## config.mk

```make
export PLATFORM = sky130hd
export DESIGN_NAME = irq_status_ctrl
export DESIGN_NICKNAME = d
export VERILOG_FILES = /design/src/rtl/irq_ctrl_pkg.sv /design/src/rtl/irq_btn_edge.sv /design/src/rtl/irq_mask_reg.sv /design/src/rtl/irq_status_reg.sv /design/src/rtl/irq_status_ctrl.sv
export SDC_FILE = /design/constraint.sdc
export NUM_CORES = 1
export LEC_CHECK = 0
export BUFFER_PORTS_ARGS = -buffer_cell sky130_fd_sc_hd__clkbuf_2
export CORE_MARGIN = 2
export CORE_UTILIZATION = 38
export DETAILED_ROUTE_END_ITERATION = 8
export PLACE_DENSITY_LB_ADDON = 0.25
export SYNTH_ARGS = -nofsm -noshare
export SYNTH_HDL_FRONTEND = slang
export SYNTH_HIERARCHICAL = 1
export SYNTH_SLANG_ARGS = --single-unit
```

## constraint.sdc

```tcl
create_clock -name clk -period 1.9 [get_ports clk]
set_input_delay 0 -clock clk [delete_from_list [all_inputs] [get_ports clk]]
set_output_delay 0 -clock clk [all_outputs]
set_load 0.01 [all_outputs]
```

## src/rtl/irq_ctrl_pkg.sv

```systemverilog
package irq_ctrl_pkg;
  localparam int BYTE_W = 8;
  localparam int STAT_W = 2 * BYTE_W;
  localparam int ADDR_W = 3;

  localparam logic [ADDR_W-1:0] ADR_MASK_LO = 3'd0;
  localparam logic [ADDR_W-1:0] ADR_MASK_HI = 3'd1;
  localparam logic [ADDR_W-1:0] ADR_STAT_LO = 3'd2;
  localparam logic [ADDR_W-1:0] ADR_STAT_HI = 3'd3;
  localparam logic [ADDR_W-1:0] ADR_ACK_LO  = 3'd4;
  localparam logic [ADDR_W-1:0] ADR_ACK_HI  = 3'd5;
endpackage

```

## src/rtl/irq_btn_edge.sv

```systemverilog
module irq_btn_edge #(
  parameter int STAGES = 2
) (
  input  logic clk,
  input  logic rst_n,
  input  logic btn_i,
  output logic rise_o
);
  // pipe[STAGES-1] is the synchronised level, pipe[STAGES] its previous value
  logic [STAGES:0] pipe;

  always_ff @(posedge clk) begin
    if (!rst_n) pipe <= '0;
    else        pipe <= {pipe[STAGES-1:0], btn_i};
  end

  assign rise_o = pipe[STAGES-1] & ~pipe[STAGES];

  // a held level gives exactly one edge pulse
  a_r8_single_edge: assert property (@(posedge clk) disable iff (!rst_n)
    rise_o |=> !rise_o);
endmodule

```

## src/rtl/irq_mask_reg.sv

```systemverilog
module irq_mask_reg
  import irq_ctrl_pkg::*;
#(
  parameter logic [STAT_W-1:0] RST_VAL = 16'h0FFF
) (
  input  logic              clk,
  input  logic              rst_n,
  input  logic [1:0]        wr_half,
  input  logic [BYTE_W-1:0] wdata,
  output logic [STAT_W-1:0] mask_o
);
  for (genvar h = 0; h < 2; h++) begin : g_half
    always_ff @(posedge clk) begin
      if (!rst_n)          mask_o[h*BYTE_W +: BYTE_W] <= RST_VAL[h*BYTE_W +: BYTE_W];
      else if (wr_half[h]) mask_o[h*BYTE_W +: BYTE_W] <= wdata;
    end
  end

  // writing the low half keeps the high half
  a_r3_half_isolate: assert property (@(posedge clk) disable iff (!rst_n)
    (wr_half == 2'b01) |=> $stable(mask_o[STAT_W-1:BYTE_W]));
endmodule

```

## src/rtl/irq_status_reg.sv

```systemverilog
module irq_status_reg
  import irq_ctrl_pkg::*;
#(
  parameter int SRC_CNT = 12
) (
  input  logic               clk,
  input  logic               rst_n,
  input  logic [SRC_CNT-1:0] set_i,
  input  logic [1:0]         ack_half,
  input  logic [BYTE_W-1:0]  ack_data,
  output logic [STAT_W-1:0]  stat_o
);
  logic [STAT_W-1:0] set_w;
  logic [STAT_W-1:0] clr_w;

  for (genvar g = 0; g < STAT_W; g++) begin : g_set
    if (g < SRC_CNT) begin : g_src
      assign set_w[g] = set_i[g];
    end else begin : g_none
      assign set_w[g] = 1'b0;
    end
  end

  assign clr_w = {(ack_half[1] ? ack_data : '0), (ack_half[0] ? ack_data : '0)};

  // set has priority over a same-cycle acknowledge
  always_ff @(posedge clk) begin
    if (!rst_n) stat_o <= '0;
    else        stat_o <= (stat_o & ~clr_w) | set_w;
  end

  // every pulsed source is set after the edge, even if acknowledged
  a_r6_set_latches: assert property (@(posedge clk) disable iff (!rst_n)
    (|set_i) |=> ((stat_o[SRC_CNT-1:0] & $past(set_i)) == $past(set_i)));

  // acknowledged bits without a new set are clear after the edge
  a_r4_ack_clears: assert property (@(posedge clk) disable iff (!rst_n)
    ack_half[0] |=> ((stat_o[BYTE_W-1:0] & $past(ack_data) & ~$past(set_w[BYTE_W-1:0])) == '0));
endmodule

```

## src/rtl/irq_status_ctrl.sv

```systemverilog
module irq_status_ctrl
  import irq_ctrl_pkg::*;
#(
  parameter int                SRC_CNT     = 12,
  parameter int                BTN_BIT     = 11,
  parameter int                SYNC_STAGES = 2,
  parameter logic [STAT_W-1:0] MASK_RST    = 16'h0FFF
) (
  input  logic               clk,
  input  logic               rst_n,
  input  logic [ADDR_W-1:0]  reg_addr,
  input  logic               reg_wr,
  input  logic [BYTE_W-1:0]  reg_wdata,
  output logic [BYTE_W-1:0]  reg_rdata,
  input  logic [SRC_CNT-1:0] evt_set,
  input  logic               btn_in,
  output logic               irq_out
);
  logic               btn_rise;
  logic [SRC_CNT-1:0] set_vec;
  logic [1:0]         mask_wr;
  logic [1:0]         ack_wr;
  logic [STAT_W-1:0]  mask_q;
  logic [STAT_W-1:0]  stat_q;

  assign mask_wr = {reg_wr && reg_addr == ADR_MASK_HI, reg_wr && reg_addr == ADR_MASK_LO};
  assign ack_wr  = {reg_wr && reg_addr == ADR_ACK_HI,  reg_wr && reg_addr == ADR_ACK_LO};

  always_comb begin
    set_vec = evt_set;
    set_vec[BTN_BIT] = evt_set[BTN_BIT] | btn_rise;
  end

  irq_btn_edge #(.STAGES(SYNC_STAGES)) u_btn (
    .clk(clk), .rst_n(rst_n), .btn_i(btn_in), .rise_o(btn_rise)
  );

  irq_mask_reg #(.RST_VAL(MASK_RST)) u_mask (
    .clk(clk), .rst_n(rst_n), .wr_half(mask_wr), .wdata(reg_wdata), .mask_o(mask_q)
  );

  irq_status_reg #(.SRC_CNT(SRC_CNT)) u_stat (
    .clk(clk), .rst_n(rst_n), .set_i(set_vec), .ack_half(ack_wr),
    .ack_data(reg_wdata), .stat_o(stat_q)
  );

  always_comb begin
    case (reg_addr)
      ADR_MASK_LO: reg_rdata = mask_q[BYTE_W-1:0];
      ADR_MASK_HI: reg_rdata = mask_q[STAT_W-1:BYTE_W];
      ADR_STAT_LO: reg_rdata = stat_q[BYTE_W-1:0];
      ADR_STAT_HI: reg_rdata = stat_q[STAT_W-1:BYTE_W];
      default:     reg_rdata = '0;
    endcase
  end

  assign irq_out = |(stat_q & ~mask_q);

  // a fully set mask keeps the line quiet
  a_r1_masked_quiet: assert property (@(posedge clk) disable iff (!rst_n)
    (&mask_q) |-> !irq_out);

  // status writes do not change status when nothing sets or clears
  a_r5_status_ro: assert property (@(posedge clk) disable iff (!rst_n)
    (reg_wr && (reg_addr == ADR_STAT_LO || reg_addr == ADR_STAT_HI) && set_vec == '0)
      |=> $stable(stat_q));
endmodule

```

==> qor.txt, run 1 <==
Outcome: completed
Final WS setup: 210 ps
WHS: 91.8 ps
Port buffer count: 35
Post-synth top area share: 41.5%
Global-route usage over all layers: 17.5%
Die Y: 70.7 µm
CP max stage delay: 560 ps
CTS Buf Count: 5
Seq/Total Area, Yosys: 41.5%
Largest net degree at the start of global routing: 36
Total grt overflow: 0
Worst-path clk slew: 70 ps
Syn Area/Cell: 10.1 µm²
Die W: 70.7 µm
Period Utilization, post-route: 88.9%
Leading area contributor after synthesis: dfxtp_1
Row count: 24
Share of cells above drive strength 1: 27.4%
Slew Viols, Final: 0
Core area: 0.00432 mm²
Via-to-Cell Ratio: 4.83
DP Worst Slack: 545 ps
Die area: 0.00499 mm²
Leakage: 0.921 nW
Root buf cell: clkbuf_8
First-iteration detailed-routing DRC count: 80
Vias in the first global route: 1,356
H-tree Lvls: 2
Post-CTS Resized: 0
Post-Synth XOR/XNOR Area: 0%
Synth area leaders: dfxtp_1 41%, mux2i_1 9.5%, nor2b_1 8.9%
Post-synthesis simple-gate area fraction: 17.9%
Multiplexer share of the synthesized area: 20.6%
RSZ-0062 raised after global routing: false
Worst hold path class: input pin to register
Routed Wire Length: 3890 µm
Max Fanout on Critical Path: 3
Number of distinct library cells after synthesis: 23
Longest Clk Path Bufs: 2
First-pass GRT wire length: 6800 µm
Ports: 36
CTS Sinks: 35
Cell Pwr Density: 700 mW/mm²
ANT cells: 0
Worst setup SP type: register
Mapped Cells: 168
Total of max-cap violations: 0
Actual slew at the worst max-slew pin: 726 ps
Global placer's final weighted congestion: 0.744
Hold path depth: 4
Critical path data required time: 1900 ps
Largest family of logic cells by synthesized area: multiplexers
Initial Utilization: 39.1%
Crit. End Element: primary output
Drt pass-1 iters: 4
Compound-Gate Fraction of Synth Area: 12.6%
Detail Route Antenna Nets: 0
Post-Synth Adder-Cell Area: 0%
Initial antenna violation count: 0
Critical path's slowest cell: a2111oi_0
Via count: 1,344
Synth warn: 6
Post-Syn Area: 0.00169 mm²
Slew margin rel.: 51.6%
Min Tclk post-route: 1690 ps
CP Class: register to primary output
Worst Skew: 0.165 ps
VDD IR max: 453 µV
Hold Fails Final Rpt: 0
Final setup violation count: 0
WL/cell: 14.0 µm
Clk Latency, worst-skew pair: 280 ps
Final layout net count: 252
Area Growth Syn to Fin: 28.7%
Worst EP arrival: 1690 ps
Number of synthesized register bits: 35
HPWL after detailed placement: 2610 µm
Setup Total Neg Slack: 0 ps
CTS tree: yes
Number of remaining DRC errors: 0
Max Freq: 0.592 GHz
Crit-path cells: nor2b_1, a2111oi_0, nand4_1, clkbuf_2
Net count after synthesis: 195
FF-to-FF path depth: 3
[worst max-delay path: cells and delay by family, from the launching register on]
kind / cells / cell delay (ps)
AND/OR/NAND/NOR: 2 / 340
flip-flops: 1 / 330
AO/OA/AOI/OAI: 1 / 560
buffers and inverters: 1 / 170
[metal layers]
metal,vias to the layer above,GRT usage [%],part of all wire [%]
met2,32,28.0,47
met3,6,4.42,4.5
li1,699,-,-
met1,607,23.7,47
met4,0,5.03,1.3
met5,-,0,0
[final cells by class]
| type | count | area (µm²) |
|---|---|---|
| Multi-Input combinational cell | 108 | 862 |
| Inverter | 16 | 60.1 |
| Fill cell | 428 | 2150 |
| Timing Repair Buffer | 59 | 405 |
| Clock inverter | 1 | 5.00 |
| Clock buffer | 7 | 76.3 |
| Sequential cell | 35 | 701 |
| Tap cell | 52 | 65.1 |
[cells by family (layout without fill, tap and decap cells)]
kind of cell | after synthesis | count (layout)
AND/OR/NAND/NOR | 52 | 52
flip-flops | 35 | 35
AO/OA/AOI/OAI | 32 | 32
multiplexers | 24 | 24
buffers and inverters | 25 | 83
[stage by stage]
stage / power [mW] / instance area (µm²) / utilization (%) / instances
6_report: 1.52 / 2170 / 50.3 / 278
3_5_place_dp: 0.991 / 1890 / 43.8 / 250
5_1_grt: 1.60 / 2170 / 50.3 / 278
3_3_place_gp: 0.990 / 1890 / 43.8 / 250
2_1_floorplan: 0.916 / 1690 / - / 168
4_1_cts: 1.54 / 2170 / 50.3 / 278
[path summary, 6_finish.rpt]
check	from	end	slack, ps
hold / removal	evt_set[11]	u_stat/stat_o[11]$_SDFF_PN0_	90
setup reg to reg	u_stat/stat_o[9]$_SDFF_PN0_	u_stat/stat_o[9]$_SDFF_PN0_	660
setup / recovery	u_stat/stat_o[6]$_SDFF_PN0_	irq_out	210
hold reg to reg	u_btn/pipe[0]$_SDFF_PN0_	u_btn/pipe[1]$_SDFF_PN0_	440
[flip-flops by register name, summed over array words and instances, names as in the netlist]
name	count
u_mask/mask_o	16
u_btn/pipe	3
u_stat/stat_o	16
[placed cells by master, fill, tap and decap left out]
| cell | Yosys | layout |
|---|---|---|
| clkbuf_2 | 0 | 35 |
| nand2_1 | 17 | 17 |
| and3b_2 | 1 | 1 |
| nor2b_1 | 24 | 24 |
| a21oi_1 | 4 | 4 |
| and2_1 | 3 | 3 |
| nor2_1 | 1 | 1 |
| mux4_2 | 6 | 6 |
| or2_2 | 1 | 1 |
| buf_4 | 0 | 4 |
| o21ai_2 | 6 | 6 |
| and3_2 | 1 | 1 |
| a31oi_1 | 12 | 12 |
| inv_1 | 16 | 16 |
| o21ai_0 | 6 | 6 |
| clkinv_2 | 0 | 1 |
| dfxtp_1 | 35 | 35 |
| a2111oi_0 | 4 | 4 |
| nor2b_4 | 2 | 2 |
| nand4_1 | 1 | 1 |
| dlygate4sd3_1 | 0 | 20 |
| mux4_1 | 2 | 2 |
| clkbuf_1 | 3 | 2 |
| mux2i_1 | 16 | 16 |
| nor3b_1 | 1 | 1 |
| clkbuf_8 | 0 | 5 |
[power by group]
part | switching, mW | internal [mW]
Sequential | 0.0213 | 0.763
Combinational | 0.0978 | 0.125
Clock | 0.259 | 0.257
[synthesized netlist by cell type, drive strengths merged]
library cell / n
nand4: 1
a31oi: 12
mux4: 8
nor3b: 1
clkbuf: 3
and3b: 1
and2: 3
a21oi: 4
or2: 1
dfxtp: 35
nor2: 1
nand2: 17
mux2i: 16
a2111oi: 4
inv: 16
buf: 6
o21ai: 12
nor2b: 26
and3: 1
[timing repair]
item,CTS,global route
setup buffers,0,0
hold endpoints to repair,27,0
hold buffers,20,0
Note: power is estimated with default switching activity, not from simulation.
==> run 2, diff against run 1 <==
--- a/constraint.sdc
+++ b/constraint.sdc
@@ -3,2 +3,2 @@
 set_output_delay 0 -clock clk [all_outputs]
-set_load 0.01 [all_outputs]
+set_load 0.1 [all_outputs]
==> qor.txt, run 2 (synthesis gave the netlist of run 1 again) <==
Outcome: completed
HPWL after detailed placement: 2650 µm (+1.4%)
Worst hold path class: input pin to register
Worst Skew: 0.228 ps (+0.0630 ps)
Critical path data required time: 1900 ps (about the same)
Cell Count, Final, Fillers Out: 280 (+0.72%)
CTS Buf Count: 5 (unchanged)
Initial Utilization: 39.1% (unchanged)
WL/cell: 14.0 µm (+0.38%)
Logic gate share of total power: 19.3% (+4.7 points)
Total grt overflow: 0 (unchanged)
Most frequent cells in the layout: 35 x dfxtp_1, 34 x clkbuf_2, 22 x dlygate4sd3_1
First-iteration detailed-routing DRC count: 85 (+6.3%)
VDD IR max: 397 µV (-12%)
Total of max-cap violations: 0 (unchanged)
Clock power frac: 34.6% (+0.7 points)
H-tree Lvls: 2 (unchanged)
Global placer's final weighted congestion: 0.717 (-3.7%)
RSZ-0062 raised after global routing: false
Setup Total Neg Slack: 0 ps (unchanged)
Filler instances: 434 (+1.4%)
Root buf cell: clkbuf_8
Worst setup SP type: register
Max Fanout on Critical Path: 3 (unchanged)
First-pass GRT wire length: 6490 µm (-4.5%)
Final layout net count: 254 (+0.79%)
Actual slew at the worst max-slew pin: 728 ps (+2.18 ps)
Cells after DPL: 250 (unchanged)
Longest Clk Path Bufs: 2 (unchanged)
Slew margin rel.: 51.4% (-0.15 points)
Most common cell after layout, fill and taps aside: dfxtp_1
Drt pass-1 iters: 4 (unchanged)
Sw power: 0.475 mW (+26%)
Hold path depth: 4 (unchanged)
CTS Sinks: 35 (unchanged)
WHS: 96.4 ps (+4.51 ps)
Core area: 0.00432 mm² (unchanged)
Clk Latency, worst-skew pair: 280 ps (about the same)
Die W: 70.7 µm (unchanged)
Worst EP arrival: 1730 ps (+40 ps)
Cell Pwr Density: 765 mW/mm² (+9.2%)
Final WS setup: 166 ps (-44.1 ps)
Ports: 36 (unchanged)
Largest net degree at the start of global routing: 36 (unchanged)
Routed Wire Length: 3930 µm (+1.1%)
DP Worst Slack: 341 ps (-204 ps)
# Post-CTS Setup Buffers: 0 (unchanged)
Top Registers: u_mask/mask_o: 16 flops, u_stat/stat_o: 16 flops, u_btn/pipe: 3 flops
Area Growth Syn to Fin: 31.5%
CP Class: register to primary output
Via count: 1,370 (+1.9%)
Vias in the first global route: 1,334 (-1.6%)
Period Utilization, post-route: 91.2% (+2.3 points)
FF-to-FF path depth: 3 (unchanged)
Max Freq: 0.577 GHz (-2.5%)
Hold Fails Final Rpt: 0 (unchanged)
Worst-path clk slew: 70 ps (about the same)
Row count: 24 (unchanged)
Die Y: 70.7 µm (unchanged)
Min Tclk post-route: 1730 ps (+44.1 ps)
ANT cells: 0 (unchanged)
Sw Share: 27.9% (+3.1 points)
Global-route usage over all layers: 16.7% (-0.84 points)
Initial antenna violation count: 0 (unchanged)
Leakage: 0.945 nW (+2.6%)
CTS tree: yes
Share of power burned in registers: 46.2% (-5.3 points)
Port buffer count: 35 (unchanged)
Die area: 0.00499 mm² (unchanged)
Number of remaining DRC errors: 0 (unchanged)
Detail Route Antenna Nets: 0 (unchanged)
Crit. End Element: primary output
Final setup violation count: 0 (unchanged)
Slew Viols, Final: 0 (unchanged)
Share of cells above drive strength 1: 28.9% (+1.5 points)
Cell internal pwr: 1.22 mW (+6.9%)
Via-to-Cell Ratio: 4.89 (+1.2%)
## run 2: cell types whose count changed in the layout (fill, tap and decap cells not counted)
cell	before	now
nor2b_1	24	21
buf_2	0	1
clkbuf_8	5	7
nor2b_2	0	3
clkbuf_2	35	34
clkbuf_1	2	1
clkinv_2	1	0
dlygate4sd3_1	20	22
## run 2: final cells by class
type | count | area [µm²] | share of cell area (%)
multi-input combinational | 108 | 870 | 39.2
sequential | 35 | 701 | 31.5
timing repair buffer | 61 | 425 | 19.2
clock buffer | 8 | 100 | 4.51
tap | 52 | 65.1 | 2.93
inverter | 16 | 60.1 | 2.70
## run 2: timing repair
action,4_1_cts,5_1_grt
endpoints found under the setup margin,0,1
resized for setup,0,1
hold endpoints to repair,28,0
hold buffers,22,0
## run 2: power groups by stage
stage	Clock (mW)	Combinational [mW]	Sequential (mW)
after floorplan	0	0.221	0.794
after global placement	0	0.288	0.800
after detailed placement	0	0.289	0.801
after CTS	0.603	0.327	0.784
after global routing	0.634	0.350	0.788
final	0.588	0.327	0.784
## run 2: worst paths after layout
path	start	endpoint	slack, ps
max reg2reg	u_stat/stat_o[3]$_SDFF_PN0_	u_stat/stat_o[3]$_SDFF_PN0_	680
min	evt_set[11]	u_stat/stat_o[11]$_SDFF_PN0_	100
min reg2reg	u_btn/pipe[0]$_SDFF_PN0_	u_btn/pipe[1]$_SDFF_PN0_	440
max	u_stat/stat_o[6]$_SDFF_PN0_	irq_out	170
## run 2: metal layers
layer	vias up	part of all wire (%)	track usage, %
li1	704	-	-
met1	634	50	22.2
met2	26	45	26.6
met3	6	3.9	4.56
met5	-	0	0
met4	0	1.3	5.03
## run 2: per-stage QoR
| step | utilization [%] | cell area, µm² | power [mW] |
|---|---|---|---|
| floorplan | - | 1700 | 1.01 |
| global placement | 44.0 | 1900 | 1.09 |
| detailed placement | 44.0 | 1900 | 1.09 |
| CTS | 51.4 | 2220 | 1.71 |
| global route | 51.4 | 2220 | 1.77 |
| finish | 51.4 | 2220 | 1.70 |
## run 2: critical path, cell delays in order (launching register included)
cell and delay, ps:
dfxtp_1 330, nor2b_1 130, a2111oi_0 470, nand4_1 180, buf_2 340
